`src/rtl/sps_pkg.sv`:
```
package sps_pkg;
  localparam int BIT_IF  = 0;
  localparam int BIT_TDE = 1;
  localparam int BIT_TUE = 2;
  localparam int BIT_RDF = 3;
  localparam int BIT_ROE = 4;
  localparam int FLAG_BITS = 5;
endpackage

```
`src/rtl/sps_tx_track.sv`:
```
module sps_tx_track #(
  parameter int NUM_TX = 3
) (
  input  logic              clk,
  input  logic              clr,
  input  logic [NUM_TX-1:0] tx_en,
  input  logic              tx_load,
  input  logic [NUM_TX-1:0] tx_wr,
  input  logic              sr_rd,
  output logic              tde,
  output logic              tue
);
  logic [NUM_TX-1:0] empty_q;
  logic [NUM_TX-1:0] seen_q;
  logic              tue_q;
  logic              armed_q;
  logic              underrun_hit;
  logic              wr_done;

  // per-transmitter data register occupancy
  for (genvar i = 0; i < NUM_TX; i++) begin : g_empty
    always_ff @(posedge clk) begin
      if (clr)                      empty_q[i] <= 1'b1;
      else if (tx_wr[i])            empty_q[i] <= 1'b0;
      else if (tx_load && tx_en[i]) empty_q[i] <= 1'b1;
    end
  end

  assign underrun_hit = tx_load && |(empty_q & tx_en);
  assign wr_done = armed_q && !sr_rd && |(tx_wr & tx_en) &&
                   (((seen_q | tx_wr) & tx_en) == tx_en);

  always_ff @(posedge clk) begin
    if (clr) begin
      tue_q   <= 1'b0;
      armed_q <= 1'b0;
      seen_q  <= '0;
    end else if (underrun_hit) begin
      tue_q   <= 1'b1;
      armed_q <= 1'b0;
      seen_q  <= '0;
    end else if (sr_rd) begin
      armed_q <= 1'b1;
      seen_q  <= '0;
    end else if (wr_done) begin
      tue_q   <= 1'b0;
      armed_q <= 1'b0;
      seen_q  <= '0;
    end else if (armed_q) begin
      seen_q  <= seen_q | tx_wr;
    end
  end

  assign tde = |(empty_q & tx_en);
  assign tue = tue_q;
endmodule

```
`src/rtl/sps_rx_track.sv`:
```
module sps_rx_track (
  input  logic clk,
  input  logic clr,
  input  logic rx_xfer,
  input  logic rx_rd,
  input  logic sr_rd,
  output logic rdf,
  output logic roe
);
  logic rdf_q, roe_q, armed_q;
  logic ovr_hit;

  assign ovr_hit = rx_xfer && rdf_q && !rx_rd;

  always_ff @(posedge clk) begin
    if (clr)          rdf_q <= 1'b0;
    else if (rx_xfer) rdf_q <= 1'b1;
    else if (rx_rd)   rdf_q <= 1'b0;
  end

  always_ff @(posedge clk) begin
    if (clr) begin
      roe_q   <= 1'b0;
      armed_q <= 1'b0;
    end else if (ovr_hit) begin
      roe_q   <= 1'b1;
      armed_q <= 1'b0;
    end else if (sr_rd) begin
      armed_q <= 1'b1;
    end else if (armed_q && rx_rd) begin
      roe_q   <= 1'b0;
      armed_q <= 1'b0;
    end
  end

  assign rdf = rdf_q;
  assign roe = roe_q;
endmodule

```
`src/rtl/sps_iflag.sv`:
```
module sps_iflag (
  input  logic clk,
  input  logic clr,
  input  logic enable,
  input  logic fs_evt,
  input  logic bclk_evt,
  input  logic pin,
  input  logic rx_xfer,
  output logic iflag
);
  logic pend_q, latch_q, if_q;
  logic take;

  assign take = bclk_evt && (pend_q || fs_evt);

  always_ff @(posedge clk) begin
    if (clr) begin
      pend_q  <= 1'b0;
      latch_q <= 1'b0;
    end else if (take) begin
      pend_q  <= 1'b0;
      latch_q <= pin;
    end else if (fs_evt) begin
      pend_q  <= 1'b1;
    end
  end

  always_ff @(posedge clk) begin
    if (clr || !enable) if_q <= 1'b0;
    else if (rx_xfer)   if_q <= latch_q;
  end

  assign iflag = if_q;
endmodule

```
`src/rtl/serial_port_status.sv`:
```
module serial_port_status #(
  parameter int NUM_TX   = 3,
  parameter int STATUS_W = 24
) (
  input  logic                clk,
  input  logic                rst,
  input  logic                sw_rst,
  input  logic                port_rst,
  input  logic                stop_rst,
  input  logic                cfg_wr,
  input  logic                cfg_tx_exc_en,
  input  logic                cfg_rx_exc_en,
  input  logic                sync_mode,
  input  logic                aux_is_port,
  input  logic                aux_dir_out,
  input  logic [NUM_TX-1:0]   tx_en,
  input  logic                fs_evt,
  input  logic                bclk_evt,
  input  logic                aux_pin,
  input  logic                rx_xfer,
  input  logic                tx_load,
  input  logic                sr_rd,
  input  logic                rx_rd,
  input  logic [NUM_TX-1:0]   tx_wr,
  output logic [STATUS_W-1:0] status,
  output logic                tx_exc_irq,
  output logic                rx_exc_irq
);
  import sps_pkg::*;

  logic any_clr, ie_clr;
  logic txie_q, rxie_q;
  logic tx_irq_q, rx_irq_q;
  logic tde, tue, rdf, roe, iflag;
  logic tx1_on, if_en;

  assign any_clr = rst || sw_rst || port_rst || stop_rst;
  assign ie_clr  = rst || sw_rst;

  if (NUM_TX > 1) begin : g_tx1
    assign tx1_on = tx_en[1];
  end else begin : g_no_tx1
    assign tx1_on = 1'b0;
  end

  assign if_en = aux_is_port && sync_mode && !tx1_on && !aux_dir_out;

  sps_tx_track #(.NUM_TX(NUM_TX)) u_tx (
    .clk(clk), .clr(any_clr), .tx_en(tx_en), .tx_load(tx_load),
    .tx_wr(tx_wr), .sr_rd(sr_rd), .tde(tde), .tue(tue)
  );

  sps_rx_track u_rx (
    .clk(clk), .clr(any_clr), .rx_xfer(rx_xfer), .rx_rd(rx_rd),
    .sr_rd(sr_rd), .rdf(rdf), .roe(roe)
  );

  sps_iflag u_if (
    .clk(clk), .clr(any_clr), .enable(if_en), .fs_evt(fs_evt),
    .bclk_evt(bclk_evt), .pin(aux_pin), .rx_xfer(rx_xfer), .iflag(iflag)
  );

  always_ff @(posedge clk) begin
    if (ie_clr) begin
      txie_q <= 1'b0;
      rxie_q <= 1'b0;
    end else if (cfg_wr) begin
      txie_q <= cfg_tx_exc_en;
      rxie_q <= cfg_rx_exc_en;
    end
  end

  always_ff @(posedge clk) begin
    if (any_clr) begin
      tx_irq_q <= 1'b0;
      rx_irq_q <= 1'b0;
    end else begin
      tx_irq_q <= txie_q && tde && tue;
      rx_irq_q <= rxie_q && rdf && roe;
    end
  end

  always_comb begin
    status          = '0;
    status[BIT_IF]  = iflag;
    status[BIT_TDE] = tde;
    status[BIT_TUE] = tue;
    status[BIT_RDF] = rdf;
    status[BIT_ROE] = roe;
  end

  assign tx_exc_irq = tx_irq_q;
  assign rx_exc_irq = rx_irq_q;
endmodule

```
`config.mk`:
```
export PLATFORM = sky130hd
export DESIGN_NAME = serial_port_status
export DESIGN_NICKNAME = d
export VERILOG_FILES = /design/src/rtl/sps_pkg.sv /design/src/rtl/sps_tx_track.sv /design/src/rtl/sps_rx_track.sv /design/src/rtl/sps_iflag.sv /design/src/rtl/serial_port_status.sv
export SDC_FILE = /design/constraint.sdc
export NUM_CORES = 1
export LEC_CHECK = 0
export ABC_AREA = 1
export ABC_CLOCK_PERIOD_IN_PS = 900
export CORE_MARGIN = 2
export CORE_UTILIZATION = 40
export DETAILED_ROUTE_END_ITERATION = 7
export DONT_BUFFER_PORTS = 1
export SLEW_MARGIN = 30
export SYNTH_ARGS = -nofsm -noshare
export SYNTH_HDL_FRONTEND = slang
export SYNTH_SLANG_ARGS = --single-unit
export TNS_END_PERCENT = 20
```
`constraint.sdc`:
```
create_clock -name clk -period 0.9 [get_ports clk]
set_input_delay 0.135 -clock clk [delete_from_list [all_inputs] [get_ports clk]]
set_output_delay 0.135 -clock clk [all_outputs]
set_load 0.1 [all_outputs]
```
==> results of run 1 <==
-- state kept, by name (all words and copies together), names as in the netlist --
name,count
u_tx.empty_q,3
tx_exc_irq,1
u_if.iflag,1
txie_q,1
u_tx.tue,1
u_if.pend_q,1
u_rx.armed_q,1
rxie_q,1
u_rx.rdf,1
u_if.latch_q,1
u_rx.roe,1
rx_exc_irq,1
u_tx.armed_q,1
u_tx.seen_q,3
-- power groups by stage --
stage | logic [uW] | registers, uW | clock network [uW]
final | 523 | 805 | 488
after global routing | 547 | 806 | 520
after CTS | 514 | 810 | 507
after detailed placement | 459 | 831 | 0
after global placement | 457 | 830 | 0
after floorplan | 506 | 829 | 0
-- synthesized netlist by cell type (all sizes together) --
library cell  count
conb              1
nor2             23
nor3b             1
nor3              2
o211ai            2
nand2            23
inv              10
nand3b            1
o21ai             6
buf              24
nand3             7
a21oi             9
dfxtp            18
-- cell families after synthesis --
logic type,Yosys count
DFF,18
other,1
and+or+nand+nor,57
AOI/OAI and AO/OA,17
buffers and inverters,34
-- per-layer routing --
layer	wire, um	part of all wire (%)	global-route usage [%]	vias to the layer above
li1	-	-	-	404
met1	715	40	15.9	354
met2	873	49	24.4	36
met3	129	7.3	2.00	4
met4	51	2.9	10.3	0
met5	0	0	0	-
-- how the worst min path moves through the flow --
stage / start / to / slack (ps) / cells past startpoint
floorplan: bclk_evt / u_if.pend_q / 210 / 1
global placement: bclk_evt / u_if.pend_q / 220 / 1
detailed placement: bclk_evt / u_if.pend_q / 230 / 1
CTS: port_rst / u_rx.armed_q / -30 / 3
global route: port_rst / u_rx.armed_q / -20 / 3
finish: port_rst / u_rx.armed_q / -20 / 3
-- area by class of cell --
type	instances	area share, %
clock buffer	4	2.96
inverter	10	3.06
multi-input combinational	93	36.7
sequential	18	30.9
tap	28	2.86
timing repair buffer	23	23.5
-- per-stage QoR --
step,setup WS [ps],area [um2]
finish,-198,1230
global route,-239,1230
CTS,-217,1200
detailed placement,-39.2,1000
global placement,-16.7,1000
floorplan,-144,1010
-- repair_timing --
| item | in CTS | in global routing |
|---|---|---|
| setup endpoints to repair | 11 | 13 |
| pin swaps | 1 | 1 |
| buffers inserted | 2 | 0 |
| hold endpoints to repair | 13 | 1 |
| gates resized for setup | 16 | 7 |
-- worst register-to-register path: stages (launching register included) --
cell and delay (ps):
dfxtp_2 340, nand2_2 70, nand3_4 90, buf_4 150
nand2_4 60, nand2_2 40, nor2_2 90, nand2_2 70
nor2_1 80
==> results.toml, run 1 <==
[cells_and_area]
stdcell_count = 176
antennaDiodeCount = 0
areaGrowthSynthToFinish_pct = 30.7
mostFrequentLayoutCells = "20 x nor2_1, 19 x conb_1, 16 x nand2_1"
multi_input_area_um2 = 450
regArea_um2 = 379
post-route-util_pct = 55.4
layout_commonest_cell = "nor2_1"
fill_cells = 202
drive_gt1_share_pct = 24.3
nets = 173

[critical_path]
reg2regPathDepth = 8
cp.depth = 3
slowest_stage = "dfxtp_2"
crit_type = "flip-flop to output port"
required_ps = 760
endpoint = "status[1]"
crit_buf_inv = 1
reg2reg_slack_ps = -140
path_delay_family = "flip-flops"
endpoint_kind = "output port"
cp.arrival_ps = 960
reg2reg_to = "u_tx.seen_q[0]"
worstReg2RegStart = "u_tx.empty_q[1]"
slowest_delay_ps = 350
start_kind = "flip-flop"
worstPathCellList = "nand2_2, nand3_4, buf_12"
critPathLaunch = "u_tx.empty_q[1]"
critPathMaxFanout = 2

[clocking]
clk_latency_ps = 290
numCtsBuffers = 3
root_buffer = "clkbuf_4"
clock_path_buffers = 2
holdBufCountCts = 11
h-tree-depth = 1
cts.sinks = 18
cts_tree = "yes"
clk_pin_slew_ps = 100

[synthesis]
syn_area_um2 = 938
ys_ff_latch = 18
ys_types = 17
synth_xor_area_share_pct = 0
synth_seq_area_share_pct = 38.4
synthCells = 127
syn_area_per_cell_um2 = 7.39
synth-adder-area-share_pct = 0
synth_area_leaders = "dfxtp_1 38%, buf_4 19%, nand2_1 8.0%, nor2_1 8.0%, a21oi_1 4.8%"
synth-compound-area-share_pct = 9.60
synth_top_area_share_pct = 38.4
synth_area_leader_cell = "dfxtp_1"
synthMuxAreaShare_pct = 0
synth-simple-area-share_pct = 28.4
synth_top_family_by_area = "simple AND/OR/NAND/NOR gates"
synth_warnings = 0

[power_and_ir_drop]
swShare_pct = 37.5
pwr-share-comb_pct = 28.8
p_switching_uw = 681
pwr-share-clk_pct = 26.9
worst_ir_drop_vdd_mv = 0.977
power_density_nw_per_um2 = 1480
power.internal_uw = 1130
seqPwrFrac_pct = 44.3
finalPower_uw = 1820
leakagePower_uw = 0.000547

[grt]
grt_max_degree = 11
grt_remaining_overflow = 0
gr-usage-all-layers_pct = 14.2
grt_pass1_vias = 714
grt_antenna_before_repair = 0
grt_pass1_wl_um = 2840

[floorplanning]
dieArea_um2 = 2750
start_util_pct = 42.4
dieWidth_um = 52.4
core_area_um2 = 2210
ios = 50
row_count = 17
die_y_um = 52.4

[timing]
final_max_slew_viol_count = 0
finalClockSkew_ps = 2.90
finalHoldViolations = 2
finalCritPeriodShare_pct = 122
final.setup.worst_slack_ps = -198
setup_viol = 13
fmax_mhz = 911
fin_tns_setup_ps = -1180
min_period_ps = 1100
rsz0062_at_grt = "yes"
whs_ps = -16.3

[placed_design]
hpwl_um = 1310
gp_congestion = 0.678
dp_cells = 159
port_buffers = 0

[detailed_routing]
via_count = 798
drc_errors = 0
drtAntennaViolNets = 0
drt-total-wl_um = 1770
wire_per_inst_um = 10.1
first_iter_violations = 5
viasPerCell = 4.53
dr.pass1.iters = 4

[job]
cap_violations = 0

[outcome]
violations = "hold timing, setup timing"
status = "finished with violations"

[min_path]
hp-class = "input port to flip-flop"
No activity file was read; power rests on OpenSTA's default activity.
==> run 2: changes to the inputs <==
CORE_MARGIN = default   (was 2)
SKIP_CTS_REPAIR_TIMING = 1   (was default)
SLEW_MARGIN = 40   (was 30)
==> results.toml, run 2 (synthesis results as in run 1) <==
[placed_design]
placed_area_um2 = 992
hpwl_um = 1270
gp_congestion = 0.756
port_buffers = 0

[floorplanning]
dieWidth_um = 50.4
ios = 50
die_y_um = 50.4
row_count = 17
dieArea_um2 = 2540
start_util_pct = 42.4
core_area_um2 = 2210

[cells_and_area]
regArea_um2 = 380
mostFrequentLayoutCells = "19 x nor2_1, 19 x conb_1, 17 x nand2_1"
final_area_um2 = 1190
post-route-util_pct = 54.0
areaGrowthSynthToFinish_pct = 27.3
fill_cells = 200
drive_gt1_share_pct = 24.3
reg_top3 = "u_tx.empty_q x3, u_tx.seen_q x3"
antennaDiodeCount = 0
multi_input_area_um2 = 450
nets = 169

[detailed_routing]
via_count = 795
wire_per_inst_um = 9.73
dr.pass1.iters = 4
viasPerCell = 4.62
drtAntennaViolNets = 0
drt-total-wl_um = 1670
drc_errors = 0
first_iter_violations = 15

[critical_path]
critPathLaunch = "u_tx.empty_q[1]"
cp.arrival_ps = 970
start_kind = "flip-flop"
slowest_stage = "dfxtp_2"
crit_type = "flip-flop to output port"
critPathMaxFanout = 4
worstPathCellList = "nand2_2, nand3_4, buf_12"
endpoint_kind = "output port"
required_ps = 760
slowest_delay_ps = 340
worstReg2RegStart = "u_tx.empty_q[1]"

[timing]
fin_tns_setup_ps = -802
rsz0062_at_grt = "yes"
finalHoldViolations = 2
final.setup.worst_slack_ps = -210
finalCritPeriodShare_pct = 123
setup_viol = 11
min_period_ps = 1110
final_max_slew_viol_count = 0
finalClockSkew_ps = 3.21
fmax_mhz = 901
whs_ps = -5.42

[grt]
grt_max_degree = 11
grt_pass1_wl_um = 2570
grt_antenna_before_repair = 0
grt_remaining_overflow = 0
grt_pass1_vias = 656
gr-usage-all-layers_pct = 13.2

[power_and_ir_drop]
leakagePower_uw = 0.000528
power_density_nw_per_um2 = 1520
worst_ir_drop_vdd_mv = 0.806
pwr-share-clk_pct = 27.4
swShare_pct = 37.9
p_switching_uw = 686
power.internal_uw = 1120
seqPwrFrac_pct = 44.5
pwr-share-comb_pct = 28.2

[clocking]
cts.sinks = 18
clk_latency_ps = 290
numCtsBuffers = 3
clock_path_buffers = 2
root_buffer = "clkbuf_4"
h-tree-depth = 1
cts_tree = "yes"
clk_pin_slew_ps = 100

[outcome]
status = "finished with violations"
violations = "hold timing, setup timing"

[min_path]
worstHoldStart = "cfg_wr"
hp-class = "input port to flip-flop"

[job]
cap_violations = 0
==> run 2: layout make-up <==
| type | count | area share [%] |
|---|---|---|
| inverters | 10 | 3.14 |
| clock buffers | 4 | 3.04 |
| multi-input cells | 93 | 37.7 |
| repair buffers | 19 | 21.4 |
| flip-flops and latches | 18 | 31.8 |
| well taps | 28 | 2.93 |
==> run 2: path summary, 6_finish.rpt <==
| kind | end | slack, ps | cells after the start |
|---|---|---|---|
| hold reg to reg | tx_exc_irq | 460 | 2 |
| setup reg to reg | u_tx.seen_q[0] | -70 | 7 |
| setup / recovery | status[1] | -210 | 3 |
| hold / removal | rxie_q | -5 | 2 |
==> run 2: power groups by stage <==
stage               Sequential, uW  Clock, uW  Combinational [uW]
floorplan                      829          0                 506
global placement               830          0                 454
detailed placement             830          0                 456
CTS                            812        504                 457
global route                   806        527                 531
finish                         805        496                 510
==> run 2: stage by stage <==
step                      total power, uW  hold slack [ps]  setup WS, ps  cells
after CTS                            1770            -92.3          -349    162
after global routing                 1860            -10.4          -251    172
final                                1810            -5.42          -210    172
after detailed placement             1290              223         -49.0    158
after floorplan                      1330              214          -144    145
after global placement               1280              215         -36.5    158
==> run 2: worst max-delay path, delay by kind of cell (launching register included) <==
kind | cells | cell delay [ps]
buf+inv | 1 | 180
simple gates | 2 | 170
flops | 1 | 340
==> run 2: metal layers <==
| metal | vias up | global-route usage [%] | wire length, um |
|---|---|---|---|
| li1 | 395 | - | - |
| met1 | 357 | 15.7 | 733 |
| met2 | 41 | 21.6 | 800 |
| met3 | 2 | 3.03 | 118 |
| met4 | 0 | 7.41 | 21 |
| met5 | - | 0 | 0 |
